### config.mk
export PLATFORM = sky130hd
export DESIGN_NAME = gfx_cmd_framer
export DESIGN_NICKNAME = d
export VERILOG_FILES = /design/src/rtl/gfx_cmd_pkg.sv /design/src/rtl/gfx_cmd_env_bank.sv /design/src/rtl/gfx_cmd_pix_path.sv /design/src/rtl/gfx_cmd_collect.sv /design/src/rtl/gfx_cmd_framer.sv
export SDC_FILE = /design/constraint.sdc
export NUM_CORES = 1
export LEC_CHECK = 0
export BUFFER_PORTS_ARGS = -buffer_cell sky130_fd_sc_hd__buf_2
export CELL_PAD_IN_SITES_DETAIL_PLACEMENT = 2
export CELL_PAD_IN_SITES_GLOBAL_PLACEMENT = 2
export CORE_AREA = 2 2 355 357
export CTS_CLUSTER_DIAMETER = 150
export DETAILED_ROUTE_END_ITERATION = 8
export DIE_AREA = 0 0 357 359
export HOLD_SLACK_MARGIN = 0.15
export PLACE_DENSITY_LB_ADDON = 0.1
export SETUP_SLACK_MARGIN = 0.5
export SYNTH_ARGS = -nofsm -noshare
export SYNTH_HDL_FRONTEND = slang
export SYNTH_SLANG_ARGS = --single-unit
### constraint.sdc
create_clock -name clk -period 10 [get_ports clk]
set_clock_uncertainty 0.05 [all_clocks]
set_input_delay 2 -clock clk [delete_from_list [all_inputs] [get_ports clk]]
set_output_delay 2 -clock clk [all_outputs]
set_load 0.01 [all_outputs]
### src/rtl/gfx_cmd_pkg.sv
package gfx_cmd_pkg;

  // Extra words after the opcode word for regular opcodes.
  function automatic logic [3:0] extra_words(input logic [7:0] op);
    logic [3:0] n;
    n = 4'd0;
    case (op[7:5])
      3'b000: n = (op == 8'h02) ? 4'd2 : 4'd0;
      3'b001: begin
        case (op[4:2])
          3'd0: n = 4'd3;
          3'd1: n = 4'd6;
          3'd2: n = 4'd4;
          3'd3: n = 4'd8;
          3'd4: n = 4'd5;
          3'd5: n = 4'd8;
          3'd6: n = 4'd7;
          default: n = 4'd11;
        endcase
      end
      3'b010: n = op[4] ? (op[3] ? 4'd4 : 4'd3) : (op[3] ? 4'd3 : 4'd2);
      3'b011: begin
        case (op[4:2])
          3'd0: n = 4'd2;
          3'd1: n = 4'd3;
          3'd2: n = 4'd1;
          3'd3: n = 4'd0;
          3'd4: n = 4'd1;
          3'd5: n = 4'd2;
          3'd6: n = 4'd1;
          default: n = 4'd2;
        endcase
      end
      3'b100: n = (op == 8'h80) ? 4'd3 : 4'd0;
      default: n = 4'd0;
    endcase
    return n;
  endfunction

  function automatic logic is_poly_op(input logic [7:0] op);
    return (op[7:5] == 3'b010) && op[3];
  endfunction

  function automatic logic is_img_op(input logic [7:0] op);
    return (op >= 8'hA0) && (op <= 8'hDF);
  endfunction

  function automatic logic is_env_op(input logic [7:0] op);
    return op[7:3] == 5'b11100;
  endfunction

  function automatic logic is_term_word(input logic [31:0] w);
    return (w & 32'hF000_F000) == 32'h5000_5000;
  endfunction

  // Packet index folded so that 4,5 repeat: keeps "past start" and parity.
  function automatic logic [2:0] next_pidx(input logic [2:0] i);
    return (i == 3'd5) ? 3'd4 : i + 3'd1;
  endfunction

  function automatic logic term_slot(input logic [2:0] i, input logic shaded);
    return shaded ? ((i >= 3'd4) && !i[0]) : (i >= 3'd3);
  endfunction

  // Pixel words in a write transfer: ceil(w*h/2), zero fields mean maximum.
  function automatic logic [19:0] pix_words(input logic [31:0] size);
    logic [10:0] w;
    logic [9:0]  h;
    logic [20:0] p;
    w = {1'b0, size[9:0] - 10'd1} + 11'd1;
    h = {1'b0, size[24:16] - 9'd1} + 10'd1;
    p = 21'(w) * 21'(h);
    return 20'((p + 21'd1) >> 1);
  endfunction

endpackage

### src/rtl/gfx_cmd_env_bank.sv
module gfx_cmd_env_bank #(
  parameter int N_ENV = 8,
  parameter int SEL_W = $clog2(N_ENV)
) (
  input  logic                clk,
  input  logic                rst_n,
  input  logic                wr_en,
  input  logic [SEL_W-1:0]    wr_sel,
  input  logic [31:0]         wr_word,
  output logic [32*N_ENV-1:0] regs_flat
);

  logic [31:0] env_q [N_ENV];

  for (genvar g = 0; g < N_ENV; g++) begin : g_env
    always_ff @(posedge clk) begin
      if (!rst_n)
        env_q[g] <= {8'(8'hE0 + g), 24'h0};
      else if (wr_en && (wr_sel == SEL_W'(g)))
        env_q[g] <= wr_word;
    end
    assign regs_flat[32*g +: 32] = env_q[g];
  end

endmodule

### src/rtl/gfx_cmd_pix_path.sv
module gfx_cmd_pix_path import gfx_cmd_pkg::*; #(
  parameter int CNT_W = 20
) (
  input  logic        clk,
  input  logic        rst_n,
  input  logic        start,
  input  logic [31:0] start_pos,
  input  logic [31:0] start_size,
  input  logic        start_read,
  input  logic        pix_fire,
  input  logic [31:0] pix_word,
  output logic        busy,
  output logic        xfer_valid,
  output logic        xfer_read,
  output logic [31:0] xfer_pos,
  output logic [31:0] xfer_size,
  output logic        pix_valid,
  output logic [31:0] pix_data
);

  logic [CNT_W-1:0] remain_q;
  logic             last_pix;

  assign busy     = (remain_q != '0);
  assign last_pix = pix_fire && (remain_q == CNT_W'(1));

  always_ff @(posedge clk) begin
    if (!rst_n) begin
      remain_q   <= '0;
      xfer_valid <= 1'b0;
      xfer_read  <= 1'b0;
      xfer_pos   <= '0;
      xfer_size  <= '0;
      pix_valid  <= 1'b0;
      pix_data   <= '0;
    end else begin
      xfer_valid <= start;
      pix_valid  <= pix_fire;
      if (pix_fire) begin
        pix_data <= pix_word;
        remain_q <= remain_q - CNT_W'(1);
      end
      if (start) begin
        xfer_read <= start_read;
        xfer_pos  <= start_pos;
        xfer_size <= start_size;
        if (!start_read) remain_q <= CNT_W'(pix_words(start_size));
      end
    end
  end

  assert_xfer_pulse_R6: assert property (@(posedge clk) disable iff (!rst_n)
    xfer_valid |=> !xfer_valid);

  assert_pix_only_busy_R7: assert property (@(posedge clk) disable iff (!rst_n)
    pix_fire |-> busy);

  assert_pix_done_R7: assert property (@(posedge clk) disable iff (!rst_n)
    last_pix && !start |=> !busy);

endmodule

### src/rtl/gfx_cmd_collect.sv
module gfx_cmd_collect import gfx_cmd_pkg::*; #(
  parameter int BUF_WORDS = 16,
  parameter int LEN_W     = $clog2(BUF_WORDS + 1)
) (
  input  logic                    clk,
  input  logic                    rst_n,
  input  logic                    fire,
  input  logic [31:0]             word,
  input  logic                    pkt_ready,
  output logic                    pkt_valid,
  output logic [LEN_W-1:0]        pkt_len,
  output logic                    pkt_more,
  output logic [32*BUF_WORDS-1:0] pkt_words,
  output logic                    img_go,
  output logic [31:0]             img_pos,
  output logic [31:0]             img_size,
  output logic                    img_read,
  output logic                    env_wr,
  output logic [2:0]              env_sel
);

  localparam int IDX_W = $clog2(BUF_WORDS);

  logic [31:0]      buf_q [BUF_WORDS];
  logic [LEN_W-1:0] fill_q, need_q;
  logic             poly_q, shaded_q, img_q;
  logic [2:0]       pidx_q;

  logic [7:0]       op;
  logic             first;
  logic [LEN_W-1:0] cur_need, fill_n;
  logic             cur_poly, cur_shaded, cur_img;
  logic [2:0]       cur_pidx;
  logic             term_hit, done_fixed, chunk_full, issue;

  assign op         = word[31:24];
  assign first      = (fill_q == '0) && !poly_q;
  assign cur_poly   = first ? is_poly_op(op) : poly_q;
  assign cur_shaded = first ? op[4] : shaded_q;
  assign cur_img    = first ? is_img_op(op) : img_q;
  assign cur_need   = first ? (is_img_op(op) ? LEN_W'(3) : LEN_W'(extra_words(op)) + LEN_W'(1))
                            : need_q;
  assign cur_pidx   = first ? 3'd0 : pidx_q;
  assign fill_n     = fill_q + LEN_W'(1);
  assign term_hit   = cur_poly && term_slot(cur_pidx, cur_shaded) && is_term_word(word);
  assign done_fixed = !cur_poly && (fill_n == cur_need);
  assign chunk_full = cur_poly && !term_hit && (fill_n == LEN_W'(BUF_WORDS));
  assign issue      = fire && (term_hit || chunk_full || (done_fixed && !cur_img));

  assign img_go   = fire && done_fixed && cur_img;
  assign img_pos  = buf_q[1];
  assign img_size = word;
  assign img_read = (buf_q[0][31:29] == 3'b110);

  assign env_wr  = fire && first && is_env_op(op);
  assign env_sel = op[2:0];

  always_ff @(posedge clk) begin
    if (fire) buf_q[fill_q[IDX_W-1:0]] <= word;
  end

  for (genvar g = 0; g < BUF_WORDS; g++) begin : g_out
    assign pkt_words[32*g +: 32] = buf_q[g];
  end

  always_ff @(posedge clk) begin
    if (!rst_n) begin
      fill_q    <= '0;
      need_q    <= '0;
      poly_q    <= 1'b0;
      shaded_q  <= 1'b0;
      img_q     <= 1'b0;
      pidx_q    <= 3'd0;
      pkt_valid <= 1'b0;
      pkt_len   <= '0;
      pkt_more  <= 1'b0;
    end else begin
      if (pkt_valid && pkt_ready) pkt_valid <= 1'b0;
      if (fire) begin
        pidx_q   <= next_pidx(cur_pidx);
        need_q   <= cur_need;
        shaded_q <= cur_shaded;
        if (issue) begin
          pkt_valid <= 1'b1;
          pkt_len   <= fill_n;
          pkt_more  <= chunk_full;
          fill_q    <= '0;
          poly_q    <= chunk_full;
          img_q     <= 1'b0;
        end else if (img_go) begin
          fill_q <= '0;
          poly_q <= 1'b0;
          img_q  <= 1'b0;
        end else begin
          fill_q <= fill_n;
          poly_q <= cur_poly;
          img_q  <= cur_img;
        end
      end
    end
  end

  assert_pkt_hold_R10: assert property (@(posedge clk) disable iff (!rst_n)
    pkt_valid && !pkt_ready |=> pkt_valid && $stable(pkt_len) && $stable(pkt_more));

  assert_no_accept_pending_R10: assert property (@(posedge clk) disable iff (!rst_n)
    pkt_valid |-> !fire);

  assert_len_range_R1: assert property (@(posedge clk) disable iff (!rst_n)
    pkt_valid |-> (pkt_len != '0) && (pkt_len <= LEN_W'(BUF_WORDS)));

  assert_chunk_full_R5: assert property (@(posedge clk) disable iff (!rst_n)
    pkt_valid && pkt_more |-> pkt_len == LEN_W'(BUF_WORDS));

  assert_rise_after_word_R11: assert property (@(posedge clk) disable iff (!rst_n)
    $rose(pkt_valid) |-> $past(fire));

endmodule

### src/rtl/gfx_cmd_framer.sv
module gfx_cmd_framer import gfx_cmd_pkg::*; #(
  parameter int BUF_WORDS = 16,
  parameter int N_ENV     = 8,
  parameter int LEN_W     = $clog2(BUF_WORDS + 1)
) (
  input  logic                    clk,
  input  logic                    rst_n,
  input  logic                    in_valid,
  input  logic [31:0]             in_data,
  output logic                    in_ready,
  output logic                    pkt_valid,
  input  logic                    pkt_ready,
  output logic [LEN_W-1:0]        pkt_len,
  output logic                    pkt_more,
  output logic [32*BUF_WORDS-1:0] pkt_words,
  output logic                    xfer_valid,
  output logic                    xfer_read,
  output logic [31:0]             xfer_pos,
  output logic [31:0]             xfer_size,
  output logic                    pix_valid,
  output logic [31:0]             pix_data,
  output logic [32*N_ENV-1:0]     env_regs
);

  localparam int SEL_W = $clog2(N_ENV);

  logic        busy, fire, col_fire, pix_fire;
  logic        img_go, img_read, env_wr;
  logic [31:0] img_pos, img_size;
  logic [2:0]  env_sel;

  assign in_ready = busy ? 1'b1 : !pkt_valid;
  assign fire     = in_valid && in_ready;
  assign col_fire = fire && !busy;
  assign pix_fire = fire && busy;

  gfx_cmd_collect #(.BUF_WORDS(BUF_WORDS), .LEN_W(LEN_W)) u_collect (
    .clk(clk), .rst_n(rst_n), .fire(col_fire), .word(in_data),
    .pkt_ready(pkt_ready), .pkt_valid(pkt_valid), .pkt_len(pkt_len),
    .pkt_more(pkt_more), .pkt_words(pkt_words),
    .img_go(img_go), .img_pos(img_pos), .img_size(img_size), .img_read(img_read),
    .env_wr(env_wr), .env_sel(env_sel)
  );

  gfx_cmd_pix_path #(.CNT_W(20)) u_pix (
    .clk(clk), .rst_n(rst_n), .start(img_go), .start_pos(img_pos),
    .start_size(img_size), .start_read(img_read),
    .pix_fire(pix_fire), .pix_word(in_data), .busy(busy),
    .xfer_valid(xfer_valid), .xfer_read(xfer_read), .xfer_pos(xfer_pos),
    .xfer_size(xfer_size), .pix_valid(pix_valid), .pix_data(pix_data)
  );

  gfx_cmd_env_bank #(.N_ENV(N_ENV), .SEL_W(SEL_W)) u_env (
    .clk(clk), .rst_n(rst_n), .wr_en(env_wr), .wr_sel(SEL_W'(env_sel)),
    .wr_word(in_data), .regs_flat(env_regs)
  );

  assert_in_stall_R10: assert property (@(posedge clk) disable iff (!rst_n)
    pkt_valid && !busy |-> !in_ready);

  assert_no_pkt_in_write_R7: assert property (@(posedge clk) disable iff (!rst_n)
    busy |-> !pkt_valid);

  assert_pix_follows_R7: assert property (@(posedge clk) disable iff (!rst_n)
    pix_valid |-> !xfer_valid);

endmodule

==> flow_metrics.tcl, run 1 <==
set metrics [dict create \
    status "completed" \
    clk_pin_slew_ps 50 \
    cellLeakagePower_nw 18.11 \
    min-delay-start "u_pix.xfer_size[22]" \
    netlist_area_um2 35140 \
    synthFlopType "edfxtp_1" \
    drc 0 \
    hold_path.class "flop to flop" \
    area_delta_synth_final_pct 30.24 \
    die_area_um2 128200 \
    netlist.area_leader.share 0.6562 \
    timing.setup.tns_ps 0 \
    clk_latency_ps 690 \
    max_slew_margin 0.2091 \
    start_util 0.2821 \
    cts-root-buf "clkbuf_16" \
    syn_area_per_cell_um2 14.73 \
    synth_top_family_by_area "simple AND/OR/NAND/NOR gates" \
    rsz0062_at_grt "false" \
    grt_pass1_wl_mm 219.9 \
    timing.rr.start "u_pix.remain_q[10]" \
    overflow 0 \
    hpwl_mm 117.8 \
    viasPerCell 4.734 \
    syn-instance-count 2385 \
    synth_edf_count 768 \
    worstMarginPinSlew_ps 1182 \
    grt_max_degree 77 \
    portBuffers 910 \
    synth_compound_area_frac 0.03867 \
    maxCapViolations 0 \
    crit_type "input port to flop" \
    gp_congestion 0.8464 \
    num_rows 130 \
    synth-seq-cells 910 \
    end_kind "flop" \
    clock-sinks 910 \
    seq_area_frac_synth 0.7371 \
    synth-xor-area-share 0.01937 \
    drive_above_1_share 0.3457 \
    r2r_end "u_env.env_q[0][45]" \
    grt_use_total 0.2461 \
    dr_total_vias 24411 \
    synth_fa_ha_area_frac 0.06544 \
    routed_wl_mm 161.1 \
    period_needed_ps 9019 \
    cts-buffers-inserted 102 \
    die_w_um 357 \
    period_share 0.9019 \
    worstHoldPathCells 2 \
    power_density_nw_per_um2 226.8 \
    setup_violations 0 \
    drt_iter0_markers 1706 \
    max_freq_mhz 110.9 \
    slew_viol_final 0 \
    antenna_found_initial 26 \
    die_h_um 359 \
    io_pins 911 \
    setup_ws_ps 980.7 \
    worst_setup_path_start_kind "input port" \
    whs_endpoint "u_pix.xfer_size[22]" \
    cts_tree "built" \
    total_power_mw 10.38 \
    layout.nets 3592 \
    rrSetupSlack_ps 5190 \
    fillCellCount 12990 \
    ys_top_cells_by_area "edfxtp_1 (66%), dfxtp_1 (8.1%), fa_1 (4.0%)" \
    clock_path_buffers 3 \
    synthSimpleGateAreaFrac 0.1115 \
    arrival_ps 9500 \
    post-route-util 0.3673 \
    ys_types 76 \
    cp_max_fo 8 \
    final_hold_viol_count 0 \
    avgRoutedWirePerCell_um 31.24 \
    synth_top_area_cell "edfxtp_1" \
    worst-r2r-cell-count 8 \
    ys_warn_count 0 \
    grt_pass1_vias 25944 \
    dpl_worst_slack_ps 203.0 \
    h-tree-depth 3 \
    dr.pass1.iters 5 \
    ir_drop_mv 0.1557 \
    antenna_left 0 \
    core-area_um2 124600 \
    synthMuxAreaShare 0.002920 \
    synthArstFlopShare 0 \
    cp_data_required_time_ps 10480 \
]
-- layout make-up --
class,instances,area [µm²],area share
clock inverters,57,654.4,0.01430
clock buffers,132,2685,0.05867
flip-flops and latches,910,25900,0.5660
repair buffers,1002,5261,0.1150
diodes,7,17.52,0.0003827
well taps,1650,2064,0.04511
multi-input cells,1297,8793,0.1921
inverters,102,387.9,0.008475
-- through the flow --
| step | instances | hold slack [ps] | cell area [µm²] |
|---|---|---|---|
| 2_1_floorplan | 2431 | 382.2 | 35320 |
| 3_3_place_gp | 4960 | 386.1 | 42380 |
| 3_5_place_dp | 4961 | 395.9 | 42400 |
| 4_1_cts | 5150 | 406.7 | 45740 |
| 5_1_grt | 5152 | 426.6 | 45760 |
| 6_report | 5157 | 400.8 | 45770 |
-- timing repair --
| item | CTS | global route |
|---|---|---|
| setup buffers | 0 | 0 |
| setup endpoints to repair | 0 | 1 |
| hold buffers | 0 | 0 |
| gates resized for setup | 0 | 1 |
-- kinds of logic (layout without fill, tap and decap cells) --
| kind of cell | Yosys count | count (layout) |
|---|---|---|
| other | 2 | 55 |
| and+or+nand+nor | 785 | 785 |
| AOI/OAI and AO/OA | 236 | 236 |
| buffers and inverters | 224 | 1293 |
| muxes | 10 | 10 |
| adders and majority gates | 142 | 142 |
| xor gates and xnor gates | 76 | 76 |
| DFF | 910 | 910 |
-- sequential cells by signal, indices dropped and copies added (netlist names), 3 cells and up --
signal,cells
u_collect.pidx_q,3
u_collect.fill_q,5
u_collect.pkt_len,5
u_collect.need_q,5
u_pix.remain_q,20
u_pix.xfer_size,32
u_collect.buf_q,512
u_env.env_q,256
u_pix.xfer_pos,32
u_pix.pix_data,32
-- report_power, final --
group | switching, mW | leakage, nW | total (mW) | internal [mW]
registers | 0.0914 | 8.37 | 4.37 | 4.28
clock network | 1.61 | 1.62 | 3.79 | 2.19
logic | 1.44 | 8.12 | 2.22 | 0.779
total | 3.13 | 18.1 | 10.4 | 7.25
-- cell usage in the layout, fill, tap and decap left out, types with 28 or more instances in the layout --
cell       count
nor2_1       106
xor2_1        33
conb_1        48
xnor2_1       42
a21oi_1      152
and2_1       168
inv_1         97
clkbuf_16    102
buf_4         90
fa_1          70
buf_2        910
nand2b_1      28
ha_1          71
nor3_1        71
nand3_1       28
edfxtp_1     768
nand2_1      270
dfxtp_1      142
clkbuf_1      28
-- how the worst max path moves through the flow --
stage / slack (ps) / startpoint / depth (start not counted) / to
after global routing: 660 / in_data[16] / 26 / u_pix.remain_q[19]
after detailed placement: 200 / in_data[16] / 26 / u_pix.remain_q[18]
final: 980 / in_data[16] / 26 / u_pix.remain_q[19]
after CTS: 950 / in_data[16] / 26 / u_pix.remain_q[18]
after floorplan: 550 / in_data[16] / 28 / u_pix.remain_q[18]
after global placement: 390 / in_data[16] / 26 / u_pix.remain_q[19]
-- worst max-delay path: stages --
cell	delay [ps]
buf_2	230
inv_1	100
ha_1	300
nor2b_1	240
a31oi_1	120
or3_1	370
or3_1	430
or3_1	390
or2_2	310
fa_1	510
fa_1	550
inv_1	60
fa_1	520
fa_1	560
inv_1	60
fa_1	530
inv_1	40
ha_1	360
and4_1	220
and2_1	160
a311o_1	370
a31oi_1	400
o31ai_1	210
mux2i_1	160
o2111ai_1	210
o21ai_0	110
-- synth_stat cells, drive strengths merged, types with 33 or more instances --
library cell	number
nor2	121
clkbuf	97
ha	71
xnor2	42
nor3	78
dfxtp	142
inv	99
and2	168
fa	70
a21oi	152
nand2	270
edfxtp	768
xor2	33
-- per-layer routing --
| metal | GRT usage | part of all wire | vias to the layer above |
|---|---|---|---|
| met1 | 0.2835 | 0.38 | 12907 |
| met5 | 0 | 0.00021 | - |
| li1 | - | - | 10465 |
| met3 | 0.05766 | 0.065 | 211 |
| met4 | 0.07382 | 0.031 | 6 |
| met2 | 0.4483 | 0.52 | 822 |
No activity file was read; power rests on OpenSTA's default activity.
==> run 2, diff against run 1 <==
--- a/config.mk
+++ b/config.mk
@@ -13,7 +13,7 @@
 export DETAILED_ROUTE_END_ITERATION = 8
 export DIE_AREA = 0 0 357 359
 export HOLD_SLACK_MARGIN = 0.15
-export PLACE_DENSITY_LB_ADDON = 0.1
+export PLACE_DENSITY_LB_ADDON = 0.25
 export SETUP_SLACK_MARGIN = 0.5
 export SYNTH_ARGS = -nofsm -noshare
 export SYNTH_HDL_FRONTEND = slang
==> run 2 against run 1 <==
- critical path depth unchanged
- power decreased by 2.2%
- via count is 0.84% higher
- global-route usage shrank 0.14 points
- critical path type unchanged
- non-clock buffer count increased by 2
- worst setup slack got worse by 66 ps
- register-to-register slack improved by 310 ps
- die area unchanged
==> flow_metrics.tcl, run 2 (synthesis results as in run 1) <==
set metrics [dict create \
    total_power_mw 10.15 \
    post-route-util 0.3659 \
    largest_reg_flops 512 \
    worst_setup_path_start_kind "input port" \
    fillCellCount 12978 \
    die_area_um2 128200 \
    stdcell_area_um2 45590 \
    post_cts_buffers 0 \
    final_hold_viol_count 0 \
    arrival_ps 9560 \
    clk_pin_slew_ps 60 \
    regArea_um2 25900 \
    place_area_um2 42390 \
    io_pins 911 \
    overflow 0 \
    worst_path_max_delay_cell "fa_1" \
    routed_wl_mm 160.2 \
    drt_iter0_markers 2193 \
    ctsHoldBuffers 0 \
    core-area_um2 124600 \
    setup_violations 0 \
    rsz0062_at_grt "false" \
    cp_data_required_time_ps 10470 \
    timing.setup.tns_ps 0 \
    drive_above_1_share 0.3492 \
    status "completed" \
    portBuffers 910 \
    final_cell_mix "buf_2 (910), edfxtp_1 (768), nand2_1 (270)" \
    cts-buffers-inserted 99 \
    layout.nets 3591 \
    hpwl_mm 115.8 \
    period_share 0.9086 \
    clock_path_buffers 3 \
    multi_input_comb_area_um2 8800 \
    worstMarginPinSlew_ps 1160 \
    slew_viol_final 0 \
    path_delay_family "adder cells" \
    gp_congestion 0.8070 \
    drc 0 \
    die_h_um 359 \
    antenna_left 0 \
    num_rows 130 \
    viasPerCell 4.775 \
    clk_latency_ps 690 \
    grt_pass1_vias 25762 \
    crit_type "input port to flop" \
    h-tree-depth 3 \
    cp_num_buf_inv 5 \
    power_density_nw_per_um2 222.7 \
    dr_total_vias 24615 \
    antenna_found_initial 22 \
    grt_use_total 0.2447 \
    max_freq_mhz 110.1 \
    cp_max_fo 14 \
    dr.pass1.iters 5 \
    max_stage_delay_ps 560 \
    die_w_um 357 \
    end_kind "flop" \
    avgRoutedWirePerCell_um 31.07 \
    hold_path.class "flop to flop" \
    cts_tree "built" \
    maxCapViolations 0 \
    grt_pass1_wl_mm 218.7 \
    final_common_cell "buf_2" \
    start_util 0.2821 \
    ir_drop_mv 0.1548 \
    max_slew_margin 0.2256 \
    area_delta_synth_final_pct 29.74 \
    path_common_cell "fa_1" \
    grt_max_degree 80 \
    cts-root-buf "clkbuf_16" \
    clock-sinks 910 \
    cellLeakagePower_nw 18.02 \
    period_needed_ps 9086 \
]
run 2: changes by cell type in the layout (fill, tap and decap cells not counted), sizes merged:
cell      change
bufinv        -7
clkinvlp      +4
buf           +2
clkbuf        -2
diode         +1
run 2: where the power goes:
group / total (mW) / leakage [nW] / switching (mW) / internal (mW)
logic: 2.18 / 8.12 / 1.42 / 0.756
registers: 4.37 / 8.37 / 0.0896 / 4.28
clock network: 3.60 / 1.53 / 1.60 / 2.00
total: 10.2 / 18.0 / 3.11 / 7.04
run 2: worst min-delay path, delay by kind of cell, from the launching register on:
kind | cells | cell delay (ps)
flip-flops | 1 | 300
AND/OR/NAND/NOR | 1 | 50
AO/OA/AOI/OAI | 1 | 50
run 2: area by class of cell:
cell class	instances	share of cell area
well taps	1650	0.04528
flip-flops and latches	910	0.5682
repair buffers	1004	0.1154
multi-input cells	1297	0.1930
clock buffers	130	0.05867
diodes	8	0.0004391
clock inverters	54	0.01057
inverters	102	0.008507
run 2: final timing paths:
kind | startpoint | end | slack (ps) | cells after the start
worst max-delay path | in_data[17] | u_pix.remain_q[19] | 910 | 26
worst min-delay path | u_pix.xfer_pos[18] | u_pix.xfer_pos[18] | 400 | 2
worst max register to register | u_pix.remain_q[10] | u_env.env_q[0][108] | 5500 | 9
worst min register to register | u_pix.xfer_pos[18] | u_pix.xfer_pos[18] | 400 | 2
run 2: repair_timing:
action	CTS	global route
gates resized for setup	0	4
endpoints found under the hold margin	0	0
endpoints found under the setup margin	0	2
run 2: metrics by stage:
step | hold WS, ps | setup WS [ps] | std cells
after global placement | 386.7 | 271.5 | 4963
after CTS | 400.5 | 870.2 | 5147
final | 397.9 | 914.3 | 5155
after floorplan | 382.2 | 554.9 | 2431
after global routing | 413.5 | 543.1 | 5148
after detailed placement | 391.7 | 177.4 | 4963
run 2: metal layers:
layer  track usage  share of wire  routed length (µm)
met5             0       0.000069                  11
met3       0.04909          0.064               10180
met4       0.07818          0.033                5232
met1        0.2813           0.37               59700
met2        0.4505           0.53               85040
